$ cat src/rtl/ioport_pkg.sv
package ioport_pkg;
  typedef struct packed {
    logic lo;
    logic hi;
  } lane_sel_t;

  function automatic lane_sel_t lanes_of(input logic a0, input logic bhe_n);
    lane_sel_t l;
    l.lo = ~a0;
    l.hi = ~bhe_n;
    return l;
  endfunction

  function automatic logic is_full_word(input lane_sel_t l);
    return l.lo & l.hi;
  endfunction
endpackage

$ cat src/rtl/ioport_addr_decode.sv
module ioport_addr_decode
  import ioport_pkg::*;
#(
  parameter int          N_BYTE_PAIRS = 4,
  parameter int          N_WORD       = 2,
  parameter logic [15:0] BYTE_BASE    = 16'h0040,
  parameter logic [15:0] WORD_BASE    = 16'h0080
) (
  input  logic [15:0]             addr,
  input  logic                    bhe_n,
  input  logic                    access,
  output logic [N_BYTE_PAIRS-1:0] cs_lo,
  output logic [N_BYTE_PAIRS-1:0] cs_hi,
  output logic [N_WORD-1:0]       cs_w
);
  lane_sel_t lanes;
  assign lanes = lanes_of(addr[0], bhe_n);

  for (genvar k = 0; k < N_BYTE_PAIRS; k++) begin : g_pair
    localparam logic [15:0] PAIR_ADDR = BYTE_BASE + 16'(2 * k);
    logic hit;
    assign hit      = access && (addr[15:1] == PAIR_ADDR[15:1]);
    assign cs_lo[k] = hit & lanes.lo;
    assign cs_hi[k] = hit & lanes.hi;
  end

  for (genvar k = 0; k < N_WORD; k++) begin : g_word
    localparam logic [15:0] WADDR = WORD_BASE + 16'(2 * k);
    assign cs_w[k] = access && (addr[15:1] == WADDR[15:1]) && is_full_word(lanes);
  end
endmodule

$ cat src/rtl/ioport_reg.sv
module ioport_reg #(
  parameter int W = 8
) (
  input  logic         clk,
  input  logic         rst_n,
  input  logic         we,
  input  logic [W-1:0] d,
  output logic [W-1:0] q
);
  always_ff @(posedge clk or negedge rst_n) begin
    if (!rst_n)  q <= '0;
    else if (we) q <= d;
  end
endmodule

$ cat src/rtl/ioport_read_mux.sv
module ioport_read_mux #(
  parameter int N_BYTE_PAIRS = 4,
  parameter int N_WORD       = 2
) (
  input  logic                         rd_en,
  input  logic [N_BYTE_PAIRS-1:0]      cs_lo,
  input  logic [N_BYTE_PAIRS-1:0]      cs_hi,
  input  logic [N_WORD-1:0]            cs_w,
  input  logic [N_BYTE_PAIRS-1:0][7:0] lo_q,
  input  logic [N_BYTE_PAIRS-1:0][7:0] hi_q,
  input  logic [N_WORD-1:0][15:0]      w_q,
  output logic [15:0]                  rdata
);
  logic [7:0] lane_lo, lane_hi;
  always_comb begin
    lane_lo = '0;
    lane_hi = '0;
    for (int k = 0; k < N_BYTE_PAIRS; k++) begin
      if (cs_lo[k]) lane_lo = lane_lo | lo_q[k];
      if (cs_hi[k]) lane_hi = lane_hi | hi_q[k];
    end
    for (int k = 0; k < N_WORD; k++) begin
      if (cs_w[k]) begin
        lane_lo = lane_lo | w_q[k][7:0];
        lane_hi = lane_hi | w_q[k][15:8];
      end
    end
  end
  assign rdata = rd_en ? {lane_hi, lane_lo} : 16'h0000;
endmodule

$ cat src/rtl/ioport_lane_bank.sv
module ioport_lane_bank #(
  parameter int          N_BYTE_PAIRS = 4,
  parameter int          N_WORD       = 2,
  parameter logic [15:0] BYTE_BASE    = 16'h0040,
  parameter logic [15:0] WORD_BASE    = 16'h0080
) (
  input  logic                               clk,
  input  logic                               rst_n,
  input  logic [15:0]                        addr,
  input  logic                               bhe_n,
  input  logic                               wr_en,
  input  logic                               rd_en,
  input  logic [15:0]                        wdata,
  output logic [15:0]                        rdata,
  output logic [2*N_BYTE_PAIRS+N_WORD-1:0]   cs
);
  localparam int NB = N_BYTE_PAIRS;
  localparam int NW = N_WORD;

  logic [NB-1:0]      cs_lo, cs_hi;
  logic [NW-1:0]      cs_w;
  logic [NB-1:0][7:0] lo_q, hi_q;
  logic [NW-1:0][15:0] w_q;

  ioport_addr_decode #(
    .N_BYTE_PAIRS(NB), .N_WORD(NW), .BYTE_BASE(BYTE_BASE), .WORD_BASE(WORD_BASE)
  ) u_dec (
    .addr(addr), .bhe_n(bhe_n), .access(rd_en | wr_en),
    .cs_lo(cs_lo), .cs_hi(cs_hi), .cs_w(cs_w)
  );

  for (genvar k = 0; k < NB; k++) begin : g_byte
    ioport_reg #(.W(8)) u_lo (
      .clk(clk), .rst_n(rst_n), .we(wr_en & cs_lo[k]), .d(wdata[7:0]), .q(lo_q[k])
    );
    ioport_reg #(.W(8)) u_hi (
      .clk(clk), .rst_n(rst_n), .we(wr_en & cs_hi[k]), .d(wdata[15:8]), .q(hi_q[k])
    );
  end

  for (genvar k = 0; k < NW; k++) begin : g_word
    ioport_reg #(.W(16)) u_w (
      .clk(clk), .rst_n(rst_n), .we(wr_en & cs_w[k]), .d(wdata), .q(w_q[k])
    );
  end

  ioport_read_mux #(.N_BYTE_PAIRS(NB), .N_WORD(NW)) u_mux (
    .rd_en(rd_en), .cs_lo(cs_lo), .cs_hi(cs_hi), .cs_w(cs_w),
    .lo_q(lo_q), .hi_q(hi_q), .w_q(w_q), .rdata(rdata)
  );

  assign cs = {cs_w, cs_hi, cs_lo};
endmodule

$ cat config.mk
export PLATFORM = sky130hd
export DESIGN_NAME = ioport_lane_bank
export DESIGN_NICKNAME = d
export VERILOG_FILES = /design/src/rtl/ioport_pkg.sv /design/src/rtl/ioport_addr_decode.sv /design/src/rtl/ioport_reg.sv /design/src/rtl/ioport_read_mux.sv /design/src/rtl/ioport_lane_bank.sv
export SDC_FILE = /design/constraint.sdc
export NUM_CORES = 1
export LEC_CHECK = 0
export BUFFER_PORTS_ARGS = -buffer_cell sky130_fd_sc_hd__buf_2
export CAP_MARGIN = 30
export CORE_MARGIN = 5
export CORE_UTILIZATION = 58
export CTS_BUF_LIST = sky130_fd_sc_hd__clkbuf_4 sky130_fd_sc_hd__clkbuf_8
export DETAILED_ROUTE_END_ITERATION = 16
export HOLD_SLACK_MARGIN = 0.15
export PLACE_DENSITY = 0.88
export SYNTH_ARGS = -nofsm -noshare
export SYNTH_HDL_FRONTEND = slang
export SYNTH_HIERARCHICAL = 1
export SYNTH_SLANG_ARGS = --single-unit
$ cat constraint.sdc
create_clock -name clk -period 2.1 [get_ports clk]
set_input_delay 0.315 -clock clk [delete_from_list [all_inputs] [get_ports clk]]
set_output_delay 0.315 -clock clk [all_outputs]
set_load 0.01 [all_outputs]
# Yosys cells after proc, flatten, opt, wreduce, memory -nomap -nowiden
# Index checks and enable logic that the tools add are counted.
totals:
  ff_bits: 96
  in_bits: 37
  wordCells: 69
classes:
  n_eq_ne: 6
  mux: 13
  bitwise: 32
  reduce_logical: 8
ops:
  columns: ["operator", "count"]
  rows:
  - ["2-to-1 mux 8 bit", 12]
  - ["bitwise OR 8 bit", 10]
  - ["equality test 15 x 6 -> 1 bit, second input constant", 4]
  - ["equality test 15 x 7 -> 1 bit, second input constant", 2]
  - ["bitwise AND 1 bit", 19]
  - ["2-to-1 mux 16 bit", 1]
  - ["logical AND 1 bit", 8]
  - ["inverter 1 bit", 2]
  - ["bitwise OR 1 bit", 1]

# Longest topological paths before layout
# Gate-level depths: netlist of run 1.
logic_depth:
  ltp_word: 15
  mapped_depth: 8

# Modules after synthesis
# The synthesis of run 1 kept the hierarchy.
by_module_without_submodules:
  columns: ["module", "instances", "cells_per_inst", "area_each_um2"]
  rows:
  - ["ioport_reg at g_byte[0].u_hi ...", 8, 17, 331.6]
  - ["ioport_reg at g_word[0].u_w ...", 2, 34, 649.4]
  - ["ioport_read_mux", 1, 78, 621.8]
  - ["ioport_addr_decode", 1, 21, 186.4]
  - ["ioport_lane_bank", 1, 12, 80.1]

# Worst setup path after synthesis of run 1
# No wires, ideal clock.
synth_path:
  path_type: "input to output"
  startpoint: "input port addr[14]"
  endpoint: "output port rdata[11]"
  arrival_time_ns: 1.974
  required_time_ns: 1.785
  setup_slack_ns: -0.189
  path_stages: 7
  n_path_buf: 2
  cell_sequence: "nor4b_4 nand2_1 nor4_1 buf_6 buf_12 a22oi_1 a31oi_1"
synth_via:
  word_cells_on_any_way: 30
synth_rtl:
  columns: ["element", "line_no", "source"]
  rows:
  - ["start, declared", "ioport_lane_bank.sv:9", "input logic [15:0] addr,"]
  - ["equality test 15 x 7 -> 1 bit *", "ioport_addr_decode.sv:29", "assign cs_w[k] = access && (addr[15:1] == WADDR[15:1]) && is_full_word(lanes);"]
  - ["logical AND 1 bit * (2 in a row)", "ioport_addr_decode.sv:29", null]
  - ["net cs[8]", "ioport_lane_bank.sv:15", "output logic [2*N_BYTE_PAIRS+N_WORD-1:0] cs"]
  - ["2-to-1 mux 8 bit *", "ioport_read_mux.sv:23", "if (cs_w[k]) begin"]
  - ["bitwise OR 8 bit", "ioport_read_mux.sv:25", "lane_hi = lane_hi | w_q[k][15:8];"]
  - ["2-to-1 mux 8 bit *", "ioport_read_mux.sv:23", null]
  - ["2-to-1 mux 16 bit *", "ioport_read_mux.sv:29", "assign rdata = rd_en ? {lane_hi, lane_lo} : 16'h0000;"]
  - ["end, declared", "ioport_lane_bank.sv:14", "output logic [15:0] rdata,"]
# Mark *: on every way through the listed nets, which the timed path passes. The rest lies on a longest branch.

# Worst setup path after layout of run 1
layout_path:
  startpoint: "input port rd_en"
  endpoint: "output port rdata[15]"
layout_via:
  elab_chain_cells: 15
  word_cells_on_any_way: 25
layout_rtl:
  columns: ["element", "line_no", "source"]
  rows:
  - ["start, declared", "ioport_lane_bank.sv:12", "input logic rd_en,"]
  - ["bitwise OR 1 bit", "ioport_lane_bank.sv:28", ".addr(addr), .bhe_n(bhe_n), .access(rd_en | wr_en),"]
  - ["logical AND 1 bit", "ioport_addr_decode.sv:22", "assign hit = access && (addr[15:1] == PAIR_ADDR[15:1]);"]
  - ["bitwise AND 1 bit", "ioport_addr_decode.sv:24", "assign cs_hi[k] = hit & lanes.hi;"]
  - ["2-to-1 mux 8 bit", "ioport_read_mux.sv:20", "if (cs_hi[k]) lane_hi = lane_hi | hi_q[k];"]
  - ["bitwise OR 8 bit", "ioport_read_mux.sv:20", null]
  - ["2-to-1 mux 8 bit", "ioport_read_mux.sv:20", null]
  - ["bitwise OR 8 bit", "ioport_read_mux.sv:20", null]
  - ["2-to-1 mux 8 bit", "ioport_read_mux.sv:20", null]
  - ["bitwise OR 8 bit", "ioport_read_mux.sv:20", null]
  - ["2-to-1 mux 8 bit", "ioport_read_mux.sv:20", null]
  - ["bitwise OR 8 bit", "ioport_read_mux.sv:25", null]
  - ["2-to-1 mux 8 bit", "ioport_read_mux.sv:23", null]
  - ["bitwise OR 8 bit", "ioport_read_mux.sv:25", null]
  - ["2-to-1 mux 8 bit", "ioport_read_mux.sv:23", null]
  - ["2-to-1 mux 16 bit *", "ioport_read_mux.sv:29", null]
# Mark *: on every way between the ends. The rest lies on a longest branch, timed or not.

==> results.md, run 1 <==
* Vias per cell at 6.45
* Max cap viols at 0
* Critical-path cell list: buf_6, or2_1, nor4b_4, buf_4, nand4_4, nor4b_4, buf_6, a22oi_1, a31oi_1, buf_2
* Post-DP Area at 5490 sq um
* CTS tree: yes
* Wire length per cell at between 20 and 30 um
* Leakage power at roughly 2.9 nW
* Crit path DAT at 2120 ps
* Layout cell share with drive strength beyond 1 at 64.7%
* Setup_tns at -4290 ps
* Worst R2R Path Depth at 1
* I/O Buffers at just over 60
* Later-pin clock latency in the skew report at 370 ps
* CTS buffer count at 9
* Drt drc at 0
* Pre-antenna DRT Iters at 5
* Type of the worst min-delay path: primary input to flop
* Area Overhead vs Synth at 28.3%
* Critical Path End Type: output pin
* Worst path depth at 10
* Distinct cell type count after synthesis at 27
* Multi-input gate area at 2350 sq um
* First-pass GRT wire length at 21300 um
* Largest net degree at the start of global routing at slightly below 50
* Worst r2r src: g_byte[1].u_hi/q[2]$_DFFE_PN0P_
* Worst hold start: wdata[15]
* Most frequent cells in the layout: dfrtp_1, mux2_4, buf_2
* Antenna-violating nets left at 0
* Post-synth EDFFs at 0
* Final Core Density at about 76%
* CTS root buffer: clkbuf_8
* Worst Tran Pin Value at 511 ps
* Startpoint Class: primary input
* Core footprint at between 8000 and 9000 sq um
* Power, Total at 3.42 mW
* Worst R2R End: g_byte[1].u_hi/q[2]$_DFFE_PN0P_
* GR Overflow Total at 0
* CP max-delay cell: nor4b_4
* # IOs at 63
* Part of the Yosys area used for sequential elements at 49.6%
* Crit path max-delay family: simple AND/OR/NAND/NOR gates
* Design area at 6210 sq um
* Flop-to-flop setup slack at 1250 ps
* Synth Instances at 315
* VDD IR max at 321 uV
* Yosys reg bits at between 90 and 100
* Critical Path Start: rd_en
* RSZ-0062 raised after global routing: true
* Max Clock Freq at 0.411 GHz
* Setup WS post-layout at -331 ps
* Fin Clk Skew at 0 ps
* Width of the die at 101 um
* GPL Wtd Cong at 0.819
* Pwr Density at 551 nW/um^2
* Initial Util at between 50% and 60%
* Most common cell after layout, fill and taps aside: dfrtp_1
* Setup slack at placement at -315 ps
* Initial antenna violation count at 0
* Violations in the final reports: setup timing
* Ys flop type: dfrtp_1
* Reg clk slew, reported paths at 100 ps
* Via count at 3490
* CP endpoint: rdata[15]
* Async S/R FF share, synth at 100%
* Reg area at 2400 sq um
* Die Footprint at 10300 sq um
* Tmin final at 2430 ps
* Mean Syn Cell Area at between 15 and 20 sq um
* Initial DRC Count at 299
* CP bufs+invs at 4
* Synth Net Count at roughly 350
* Crit path required time at 1780 ps
* Die H at 101 um
* Slew Viols, Final at 0
* Critical path type: primary input to output pin
* Number of global-route vias before repair at between 3k and 4k
* Slowest cell delay on critical path at 340 ps
* DP Wirelength at 8060 um
* Inserted Diodes at 0
* Fill cells at approximately 440
* Final net count at between 400 and 500
* Synthesized area at 4840 sq um
* CTS sink cnt at 96
* All-Layer GR Usage at between 20% and 30%
* Tcrit/Tclk final at 116%
* WL final at 14400 um
* Final setup violation count at 27
* CTS Buffer Depth at 2
* Relative slew slack at 65.9%
* H-tree depth at 3
* Final hold vios at 0
* Critical path fanouts, max at 5
* Yosys warns at 6
* Rows at 33
* Status: complete, but fails checks
==> synthesized netlist by cell type (2+ instances only) <==
library cell   n  area [sq um]
nor4_1         4          25.0
a22oi_1       41           308
nor4b_4        2          47.6
mux2_4        84          1260
mux2_2        12           135
a31oi_1       16           100
buf_6         14           158
buf_2          4          20.0
nor3_1         5          25.0
clkbuf_2       2          10.0
dfrtp_1       96          2400
a22oi_2        7          87.6
and2_1        10          62.6
buf_12         4          80.1
nor4b_2        2          30.0
==> registers in the layout, summed over array words and instances (netlist names) <==
name           cells
g_byte.u_hi/q     32
g_byte.u_lo/q     32
g_word.u_w/q      32
==> worst min-delay path by stage <==
stage               depth (start not counted)                              end  slack, ps
global placement                            1  g_byte[1].u_lo/q[1]$_DFFE_PN0P_        150
finish                                      2  g_byte[0].u_hi/q[7]$_DFFE_PN0P_        260
floorplan                                   0  g_byte[0].u_hi/q[0]$_DFFE_PN0P_         20
CTS                                         2  g_byte[0].u_lo/q[3]$_DFFE_PN0P_        240
global route                                2  g_byte[3].u_hi/q[5]$_DFFE_PN0P_        250
detailed placement                          1  g_byte[3].u_lo/q[0]$_DFFE_PN0P_        150
==> logic make-up after synthesis <==
group / share of synthesized area (%)
AND/OR/NAND/NOR: 5.27
AO/OA/AOI/OAI: 10.2
multiplexers: 28.9
buffers and inverters: 6.00
flip-flops: 49.6
==> power breakdown <==
group | internal [mW] | switching (mW) | total, mW
registers | 1.85 | 0.000345 | 1.85
logic | 0.0699 | 0.117 | 0.187
clock network | 0.708 | 0.681 | 1.39
total | 2.63 | 0.799 | 3.42
==> routing by layer <==
metal  GRT usage (%)  up-vias  share of wire (%)
met1            35.4     1784                 40
met3            6.89       54                8.5
met2            43.9      233                 48
li1                -     1419                  -
met4            12.9        0                3.9
met5               0        -                  0
==> area by class of cell <==
class / instances / share of cell area, %
timing repair buffer: 131 / 17.6
tap: 105 / 2.12
clock buffer: 10 / 2.22
sequential: 96 / 38.7
clock inverter: 6 / 1.45
multi-input combinational: 192 / 37.9
inverter: 1 / 0.0605
==> repair_timing <==
action                                 in CTS  in global routing
hold buffers                                1                  0
cloned                                      3                  2
pin swaps                                  15                 21
setup endpoints to repair                  16                 38
setup buffers                              15                  9
endpoints found under the hold margin      78                  0
gates resized for setup                    51                 20
==> through the flow <==
step / std cells / hold WS (ps)
after CTS: 533 / 238
final: 541 / 262
after detailed placement: 498 / 153
after global routing: 541 / 252
after global placement: 498 / 149
after floorplan: 315 / 19.4
(Power assumes the default switching activity.)
==> run 2: changes to the inputs <==
--- a/config.mk
+++ b/config.mk
@@ -5,14 +5,14 @@
 export SDC_FILE = /design/constraint.sdc
 export NUM_CORES = 1
 export LEC_CHECK = 0
-export BUFFER_PORTS_ARGS = -buffer_cell sky130_fd_sc_hd__buf_2
+export BUFFER_PORTS_ARGS = -buffer_cell sky130_fd_sc_hd__buf_4
 export CAP_MARGIN = 30
 export CORE_MARGIN = 5
-export CORE_UTILIZATION = 58
+export CORE_UTILIZATION = 25
 export CTS_BUF_LIST = sky130_fd_sc_hd__clkbuf_4 sky130_fd_sc_hd__clkbuf_8
 export DETAILED_ROUTE_END_ITERATION = 16
 export HOLD_SLACK_MARGIN = 0.15
-export PLACE_DENSITY = 0.88
+export PLACE_DENSITY = 0.49
 export SYNTH_ARGS = -nofsm -noshare
 export SYNTH_HDL_FRONTEND = slang
 export SYNTH_HIERARCHICAL = 1
==> results.md, run 2 (synthesized netlist as in run 1, its figures left out) <==
* Critical-path cell list: buf_6, nor4b_4, buf_4, nand4_1, buf_6, nor3_4, buf_6, buf_12, a22oi_2, a31oi_2, buf_4
* Max Clock Freq at 0.421 GHz
* Type of the worst min-delay path: primary input to flop
* Final Core Density at 34.3%
* Crit path required time at roughly 1800 ps
* Slowest cell delay on critical path at 300 ps
* CP bufs+invs at 6
* DP Wirelength at 8390 um
* WL met1 at 6160 um
* GPL Wtd Cong at ~0.75
* Met3 wire len at 597 um
* Relative slew slack at 64.9%
* Die Footprint at 22200 sq um
* Most frequent cells in the layout: dfrtp_1, mux2_4, buf_4
* Tmin final at between 2000 and 2500 ps
* Critical path type: primary input to output pin
* Initial antenna violation count at 0
* Post-DP Area at a little under 6000 sq um
* CTS sink cnt at 96
* Final net count at 460
* Biggest regs: g_byte.u_hi/q x32, g_byte.u_lo/q x32, g_word.u_w/q x32
* Most common cell after layout, fill and taps aside: dfrtp_1
* Wire length per cell at 18.6 um
* Drt drc at 0
* Via count at between 3k and 4k
* GR Overflow Total at 0
* Most frequent CP cell: buf_6
* Number of global-route vias before repair at between 3k and 4k
* Violations in the final reports: setup timing
* Crit path max-delay family: buffers and inverters
* Initial DRC Count at 211
* Leakage power at slightly below 3 nW
* Later-pin clock latency in the skew report at 360 ps
* Metal2 WL at about 5900 um
* Largest net degree at the start of global routing at a little under 100
* Status: complete, but fails checks
* Power, Total at around 3.2 mW
* Max cap viols at 0
* Setup slack at placement at -336 ps
* Tcrit/Tclk final at 113%
* Rows at 50
* Crit path DAT at between 2000 and 2500 ps
* Die H at 149 um
* RSZ-0062 raised after global routing: true
* Core footprint at 18900 sq um
* CTS tree: yes
* Slew Viols, Final at 0
* CTS buffer count at 9
* Top layer in use: met4
* WL final at 12800 um
* H-tree depth at 3
* CP max-delay cell: nor4b_4
* VDD IR max at 220 uV
* I/O Buffers at 62
* Fin Clk Skew at 0 ps
* Reg clk slew, reported paths at 90 ps
* Vias per cell at 4.49
* First-pass GRT wire length at roughly 20000 um
* CTS root buffer: clkbuf_8
* Startpoint Class: primary input
* Critical Path End Type: output pin
* Final hold vios at 0
* # IOs at between 60 and 70
* Initial Util at 25.6%
* Worst Tran Pin Value at 527 ps
* Area Overhead vs Synth at 33.8%
* Antenna-violating nets left at 0
* Inserted Diodes at 0
* Setup WS post-layout at -275 ps
* Critical path fanouts, max at 5
* Setup_tns at -3590 ps
* Layout cell share with drive strength beyond 1 at 64.7%
* All-Layer GR Usage at 11.4%
* CTS Buffer Depth at 2
* Final setup violation count at 20
* Pre-antenna DRT Iters at 4
* Pwr Density at 501 nW/um^2
* Design area at 6480 sq um
* Width of the die at about 150 um
[run 2: final cells by class]
class                   count  area [sq um]
fillers                  1900         12400
flip-flops and latches     96          2400
multi-input cells         192          2360
repair buffers            123          1190
well taps                 260           325
clock buffers               9           124
clock inverters             7          70.1
inverters                   1          3.75
[run 2: through the flow]
stage,cells,hold WS [ps]
floorplan,315,19.4
global placement,656,398
detailed placement,656,415
CTS,675,205
global route,688,211
finish,688,227
[run 2: what timing repair did]
| item | in CTS | in global routing |
|---|---|---|
| setup buffers | 2 | 14 |
| hold buffers | 1 | 0 |
| cloned | 0 | 1 |
| gates resized for setup | 10 | 49 |
| pin swaps | 5 | 21 |
| setup endpoints to repair | 18 | 22 |
| hold endpoints to repair | 96 | 0 |
[run 2: final timing paths]
kind | from | end | slack [ps] | depth (start not counted)
worst min-delay path | wdata[0] | g_byte[2].u_lo/q[0]$_DFFE_PN0P_ | 230 | 2
min in group asynchronous | rst_n | g_byte[0].u_lo/q[0]$_DFFE_PN0P_ | 520 | 3
worst min register to register | g_word[1].u_w/q[0]$_DFFE_PN0P_ | g_word[1].u_w/q[0]$_DFFE_PN0P_ | 520 | 1
max in group asynchronous | rst_n | g_byte[0].u_hi/q[6]$_DFFE_PN0P_ | 1160 | 3
worst max register to register | g_byte[0].u_hi/q[2]$_DFFE_PN0P_ | g_byte[0].u_hi/q[2]$_DFFE_PN0P_ | 1290 | 1
worst max-delay path | addr[14] | rdata[15] | -280 | 11
[run 2: layer usage]
metal | global-route usage [%] | vias to the layer above
li1 | - | 1408
met1 | 16.0 | 1613
met2 | 17.7 | 63
met3 | 2.61 | 7
met4 | 3.16 | 0
met5 | 0 | -
[run 2: where the power goes]
part	leakage, nW	internal [mW]	switching [mW]	total [mW]
Sequential	1.34	1.85	0.000284	1.85
Combinational	1.45	0.0753	0.107	0.183
Clock	0.0994	0.551	0.664	1.22
Total	2.89	2.47	0.772	3.25
